$ cat src/rtl/bpm_pkg.sv
package bpm_pkg;
  typedef enum logic [1:0] {
    M_SINGLE = 2'b00,
    M_PINGPONG = 2'b01,
    M_CIRC_INLINE = 2'b10,
    M_CIRC_SPLIT = 2'b11
  } method_e;

  localparam int MSG_IE_BIT = 4;
  localparam int BUF_SEL_BIT = 5;
  localparam int END_IE_BIT = 6;
  localparam int SIZE_LSB = 8;
  localparam int SIZE_W = 4;
endpackage

$ cat src/rtl/bpm_wrap_step.sv
module bpm_wrap_step #(
  parameter int AW = 16,
  parameter int SW = 4
) (
  input  logic [AW-1:0] ptr,
  input  logic [AW-1:0] inc,
  input  logic [SW-1:0] size_log2,
  output logic [AW-1:0] nxt
);
  logic [AW-1:0] mask;
  logic [AW:0]   sum;

  always_comb begin
    mask = (AW'(1) << size_log2) - AW'(1);
    sum  = {1'b0, ptr & mask} + {1'b0, inc};
    nxt  = (ptr & ~mask) | (sum[AW-1:0] & mask);
  end
endmodule

$ cat src/rtl/bpm_update.sv
module bpm_update
  import bpm_pkg::*;
#(
  parameter int DW = 16,
  parameter int WCW = 6,
  parameter int INFO_WORDS = 2
) (
  input  logic [DW-1:0]  ctrl,
  input  logic [DW-1:0]  w1,
  input  logic [DW-1:0]  w2,
  input  logic [DW-1:0]  w3,
  input  logic [WCW-1:0] wc,
  input  logic           ok,
  output logic [DW-1:0]  n_ctrl,
  output logic [DW-1:0]  n_w1,
  output logic [DW-1:0]  n_w2,
  output logic [DW-1:0]  n_w3,
  output logic [DW-1:0]  n_addr,
  output logic           i_msg,
  output logic           i_done
);
  localparam int NSTEP = 2;

  method_e       method;
  logic [DW-1:0] wc_ext;
  logic [DW:0]   inline_sum;
  logic          cnt_live;
  logic          cnt_last;
  logic [DW-1:0] step_ptr [NSTEP];
  logic [DW-1:0] step_inc [NSTEP];
  logic [DW-1:0] step_nxt [NSTEP];

  assign method   = method_e'(ctrl[1:0]);
  assign wc_ext   = DW'(wc);
  assign cnt_live = (w2 != '0);
  assign cnt_last = (w2 == DW'(1));
  assign inline_sum = {1'b0, w1} + {1'b0, wc_ext} + (DW+1)'(INFO_WORDS);

  // data pointer (0) and information pointer (1) of the split circular mode
  assign step_ptr[0] = w1;
  assign step_ptr[1] = w3;
  assign step_inc[0] = wc_ext;
  assign step_inc[1] = DW'(INFO_WORDS);

  for (genvar g = 0; g < NSTEP; g++) begin : g_step
    bpm_wrap_step #(.AW(DW), .SW(SIZE_W)) u_step (
      .ptr(step_ptr[g]),
      .inc(step_inc[g]),
      .size_log2(ctrl[SIZE_LSB +: SIZE_W]),
      .nxt(step_nxt[g])
    );
  end

  always_comb begin
    n_ctrl = ctrl;
    n_w1   = w1;
    n_w2   = w2;
    n_w3   = w3;
    i_msg  = ok & ctrl[MSG_IE_BIT];
    i_done = 1'b0;
    unique case (method)
      M_SINGLE: begin
        if (ok && cnt_live) begin
          n_w2   = w2 - DW'(1);
          n_w1   = w1 + wc_ext;
          i_done = cnt_last & ctrl[END_IE_BIT];
        end
      end
      M_PINGPONG: begin
        if (ok) n_ctrl[BUF_SEL_BIT] = ~ctrl[BUF_SEL_BIT];
      end
      M_CIRC_INLINE: begin
        if (ok) begin
          if (inline_sum > {1'b0, w3}) begin
            n_w1   = w2;
            i_done = ctrl[END_IE_BIT];
          end else begin
            n_w1 = inline_sum[DW-1:0];
          end
        end
      end
      M_CIRC_SPLIT: begin
        if (ok) begin
          n_w1 = step_nxt[0];
          n_w3 = step_nxt[1];
          if (cnt_live) begin
            n_w2   = w2 - DW'(1);
            i_done = cnt_last & ctrl[END_IE_BIT];
          end
        end
      end
      default: ;
    endcase
    n_addr = (method == M_PINGPONG) ? (n_ctrl[BUF_SEL_BIT] ? w2 : w1) : n_w1;
  end
endmodule

$ cat src/rtl/bpm_hold_stage.sv
module bpm_hold_stage #(
  parameter int W = 8
) (
  input  logic         clk,
  input  logic         rst,
  input  logic         s_valid,
  output logic         s_ready,
  input  logic [W-1:0] s_data,
  output logic         m_valid,
  input  logic         m_ready,
  output logic [W-1:0] m_data
);
  assign s_ready = !m_valid || m_ready;

  always_ff @(posedge clk) begin
    if (rst) begin
      m_valid <= 1'b0;
      m_data  <= '0;
    end else if (s_ready) begin
      m_valid <= s_valid;
      if (s_valid) m_data <= s_data;
    end
  end
endmodule

$ cat src/rtl/bufptr_mgr.sv
module bufptr_mgr #(
  parameter int DW = 16,
  parameter int WCW = 6,
  parameter int INFO_WORDS = 2
) (
  input  logic           clk,
  input  logic           rst,
  input  logic           in_valid,
  output logic           in_ready,
  input  logic [DW-1:0]  d_ctrl,
  input  logic [DW-1:0]  d_w1,
  input  logic [DW-1:0]  d_w2,
  input  logic [DW-1:0]  d_w3,
  input  logic [WCW-1:0] msg_wc,
  input  logic           msg_ok,
  output logic           out_valid,
  input  logic           out_ready,
  output logic [DW-1:0]  wb_ctrl,
  output logic [DW-1:0]  wb_w1,
  output logic [DW-1:0]  wb_w2,
  output logic [DW-1:0]  wb_w3,
  output logic [DW-1:0]  next_addr,
  output logic           irq_msg,
  output logic           irq_done
);
  localparam int PW = 5 * DW + 2;

  logic [DW-1:0] u_ctrl, u_w1, u_w2, u_w3, u_addr;
  logic          u_msg, u_done;
  logic [PW-1:0] pay_in, pay_out;

  bpm_update #(.DW(DW), .WCW(WCW), .INFO_WORDS(INFO_WORDS)) u_upd (
    .ctrl(d_ctrl), .w1(d_w1), .w2(d_w2), .w3(d_w3),
    .wc(msg_wc), .ok(msg_ok),
    .n_ctrl(u_ctrl), .n_w1(u_w1), .n_w2(u_w2), .n_w3(u_w3),
    .n_addr(u_addr), .i_msg(u_msg), .i_done(u_done)
  );

  assign pay_in = {u_ctrl, u_w1, u_w2, u_w3, u_addr, u_msg, u_done};

  bpm_hold_stage #(.W(PW)) u_hold (
    .clk(clk), .rst(rst),
    .s_valid(in_valid), .s_ready(in_ready), .s_data(pay_in),
    .m_valid(out_valid), .m_ready(out_ready), .m_data(pay_out)
  );

  logic msg_q, done_q;
  assign {wb_ctrl, wb_w1, wb_w2, wb_w3, next_addr, msg_q, done_q} = pay_out;
  assign irq_msg  = out_valid & msg_q;
  assign irq_done = out_valid & done_q;
endmodule

$ cat config.mk
export PLATFORM = sky130hd
export DESIGN_NAME = bufptr_mgr
export DESIGN_NICKNAME = d
export VERILOG_FILES = /design/src/rtl/bpm_pkg.sv /design/src/rtl/bpm_wrap_step.sv /design/src/rtl/bpm_update.sv /design/src/rtl/bpm_hold_stage.sv /design/src/rtl/bufptr_mgr.sv
export SDC_FILE = /design/constraint.sdc
export NUM_CORES = 1
export LEC_CHECK = 0
export BUFFER_PORTS_ARGS = -buffer_cell sky130_fd_sc_hd__buf_2
export CORE_AREA = 3 3 98 193
export CTS_CLUSTER_DIAMETER = 30
export CTS_CLUSTER_SIZE = 14
export DETAILED_ROUTE_END_ITERATION = 6
export DIE_AREA = 0 0 101 196
export GPL_TIMING_DRIVEN = 0
export HOLD_SLACK_MARGIN = 0.1
export PLACE_DENSITY = 0.8
export SYNTH_ARGS = -nofsm -noshare
export SYNTH_HDL_FRONTEND = slang
export SYNTH_SLANG_ARGS = --single-unit
export TNS_END_PERCENT = 10
$ cat constraint.sdc
create_clock -name clk -period 4.69 [get_ports clk]
set_input_delay 0.938 -clock clk [delete_from_list [all_inputs] [get_ports clk]]
set_output_delay 0.938 -clock clk [all_outputs]
set_load 0.05 [all_outputs]
==> impl_metrics.toml <==
[logic_synthesis]
yosysTopAreaCellShare_pct = 21.3
post_synth_main_area_contributors = "sky130_fd_sc_hd__dfxtp_1 21%, sky130_fd_sc_hd__buf_4 8.3%, sky130_fd_sc_hd__ha_1 7.2%"
synth-warning-count = 0
synth.cell_area_um2 = 7800
yosysUniqueCellTypes = 82
post_synth_inst_count = 1033
synth_area_per_cell_um2 = 7.55
ys_async_sr_fraction_pct = 0
synth.yosys.seq_area_share_pct = 21.3
synth-seq-cells = 83
synth_fp_nets = 1158
synth_top_cell_by_area = "sky130_fd_sc_hd__dfxtp_1"
synth-edff-count = 0
ys_dominant_reg_cell = "sky130_fd_sc_hd__dfxtp_1"

[grt]
antenna_violations_before_repair = 2
first_pass_grt_wire_length_um = 49600
grt_overflow_total = 0
gr-usage-all-layers_pct = 33.1
grt_pass1_vias = 8767
largest_net_degree_at_the_start_of_global_routing = 13

[timing]
final_min_period_over_clock_period_pct = 104
post-route-worst-setup-slack_ns = -0.168
hold_viol_final = 0
max_slew_margin_pct = 7.08
fin_skew_ns = 0.00733
rsz0062_at_grt = "true"
finalSetupTns_ns = -1.32
transition_time_at_the_pin_with_the_least_slew_margin_ns = 1.39
timing.fmax_mhz = 206
maxSlewViolCount = 0
finalWorstPathRequiredPeriod_ns = 4.86
setup_viol = 15

[setup_path]
critical-path-max-stage-delay_ns = 0.36
criticalPathCategory = "in -> reg"
worst_ep_required_time_ns = 4.93
cp_max_fo = 8
cp.arrival_ns = 5.10
cp_cell_sequence = "buf_12 -> inv_8 -> ha_4 -> inv_2 -> ha_4 -> inv_2 -> fa_2 -> o21ai_4 -> a2111oi_4 -> buf_6 -> nor3_1 -> xor2_1 -> ha_2 -> o21a_1 -> o21ai_0 -> a21oi_2 -> o21a_1 -> buf_6 -> nor2_4 -> buf_6 -> mux2_4 -> a311oi_4 -> o21ai_1"
critical-path-top-cell-by-count = "sky130_fd_sc_hd__buf_6"
nature_of_the_critical_path_startpoint = "input port"
endpoint_kind = "flip-flop"
critical_path.slowest_cell = "sky130_fd_sc_hd__fa_2"

[placement]
hpwlAfterDp_um = 26100
post-place-cells = 1391
gp_congestion = 1.00
dp_slack_ns = -1.24
numPortBuffers = 148

[routing]
drt.antenna.violating_nets = 0
finalWirelength_um = 33400
dr_total_vias = 8885
wl_per_cell_um = 23.1
remaining_drcs = 0
number_of_drc_markers_after_the_initial_detailed_route_iteration = 735
vias_per_cell = 6.14
detail_route.first_pass.iterations = 5

[pwr]
totalPowerFinal_mw = 2.81
clockPowerShare_pct = 28.0
cell_internal_pwr_mw = 1.70
power.net_switching_mw = 1.11
seq_power_share_pct = 28.0
p_per_area_nw_per_um2 = 276
ir_drop_v = 0.000179
power.static_leakage_nw = 4.39
power_frac_comb_pct = 44.0
switching_share_pct = 39.6

[floorplan]
die_outline_area_um2 = 19800
placeableCoreArea_um2 = 17500
placementRows = 68
die_height_um = 196
chipWidth_um = 101
initial_core_util_pct = 44.5
num_io_pins = 159

[cells_and_area]
finish.net_count = 1356
area_growth_synth_to_finish_pct = 30.4
final_cell_count_no_fill = 1446
core_occupancy_in_the_finished_layout_pct = 58.0
proportion_of_layout_cells_with_a_drive_suffix_above_1_pct = 33.9

[clock_tree]
path_clk_slew_ns = 0.06
cts-buffers-inserted = 9
cts-htree-levels = 3
clock_path_buffers = 2
clkLatencyLatePin_ns = 0.35
tritoncts_clock_tree = "built"
clock-root-buffer = "sky130_fd_sc_hd__clkbuf_16"
cts_sinks = 83

[outcome]
violations = "setup timing"
status = "finished with violations"

[min_path]
min_path_type = "reg -> reg"

[job]
timing.max_cap.violations = 0
==> kinds of logic after synthesis <==
logic type	after synthesis	share of synthesized area, %
simple gates	331	21.1
compound gates	295	26.0
buf+inv	200	14.2
flops	83	21.3
xor+xnor	50	5.71
fa+ha+maj	50	8.50
mux	24	3.27
==> cell usage in the layout, fill, tap and decap left out, types with 25 or more instances in the layout <==
cell | synthesis | layout
sky130_fd_sc_hd__a211oi_1 | 31 | 28
sky130_fd_sc_hd__xnor2_1 | 31 | 25
sky130_fd_sc_hd__clkbuf_1 | 35 | 36
sky130_fd_sc_hd__buf_4 | 86 | 122
sky130_fd_sc_hd__dfxtp_1 | 83 | 83
sky130_fd_sc_hd__nor2_1 | 95 | 88
sky130_fd_sc_hd__nand2_1 | 94 | 92
sky130_fd_sc_hd__o21ai_0 | 45 | 39
sky130_fd_sc_hd__inv_1 | 49 | 42
sky130_fd_sc_hd__a21oi_1 | 78 | 72
sky130_fd_sc_hd__ha_1 | 45 | 32
sky130_fd_sc_hd__buf_2 | 13 | 150
==> cell type report <==
type	instances	area [um^2]
clock buffers	12	256
repair buffers	187	1130
fillers	1668	7350
inverters	53	215
diodes	2	5.00
well taps	210	263
multi-input cells	750	5650
plain buffers	147	931
clock inverters	2	60.1
flip-flops and latches	83	1660
==> worst paths after layout <==
| check | slack [ns] | endpoint | start | cells past startpoint |
|---|---|---|---|---|
| worst min-delay path | 0.45 | u_hold.m_data[54] | u_hold.m_data[54] | 2 |
| worst max register to register | 1.82 | u_hold.m_data[74] | u_hold.m_valid | 7 |
| worst max-delay path | -0.17 | u_hold.m_data[17] | d_w1[1] | 23 |
| worst min register to register | 0.45 | u_hold.m_data[54] | u_hold.m_data[54] | 2 |
==> what timing repair did <==
action,in CTS,in global routing
setup endpoints to repair,33,33
hold buffers,0,0
pin swaps,27,34
buffers inserted,28,11
gates resized for setup,97,42
hold endpoints to repair,0,0
==> flip-flops by register name, indices dropped and copies added (netlist names) <==
signal and flops:
u_hold.m_valid 1, u_hold.m_data 82
==> cell usage after synthesis, drive strengths merged (4+ instances only) <==
master     n
buf      112
inv       50
o21a       7
fa         5
a21o      12
or3        7
nand2b     9
mux2i     12
xnor2     32
nor2      97
nand3     21
mux2      12
o31ai      5
a31oi     13
nor4      21
clkbuf    35
nand4     14
nor4b      4
a22oi     13
xor2      18
a22o       4
a211oi    33
o221ai     8
ha        45
o211ai    10
a221oi     7
o41ai      4
o21ai     50
nor3      24
a311oi    12
a2111oi    6
nor2b      8
a21oi     79
and3       5
o21bai     4
and2      10
nand3b     4
o22ai      8
nand2     94
dfxtp     83
==> worst max-delay path, delay by kind of cell <==
family,cells,cell delay (ns)
AO/OA/AOI/OAI,8,1.38
buffers and inverters,7,0.70
adder cells (fa/ha/maj),4,1.03
AND/OR/NAND/NOR,2,0.46
multiplexers,1,0.32
XOR/XNOR,1,0.26
==> layer usage <==
layer	up-vias	share of wire (%)	GRT usage [%]
met5	-	0	0
met4	0	11	29.3
met3	200	6.3	5.27
met2	477	50	56.8
met1	4157	33	33.3
li1	4051	-	-
==> power groups by stage <==
stage               Sequential, mW  Combinational (mW)  Clock (mW)
finish                       0.789                1.24       0.787
global route                 0.793                1.30       0.813
CTS                          0.788                1.17       0.783
detailed placement           0.803                1.05           0
global placement             0.802                1.04           0
floorplan                    0.795               0.748           0
==> through the flow <==
| stage | hold slack [ns] | cell area (um^2) |
|---|---|---|
| after floorplan | 0.417 | 7890 |
| after global placement | 0.432 | 8890 |
| after global routing | 0.473 | 10200 |
| after CTS | 0.449 | 9900 |
| after detailed placement | 0.439 | 8890 |
| final | 0.447 | 10200 |
Note: power is estimated with default switching activity, not from simulation.
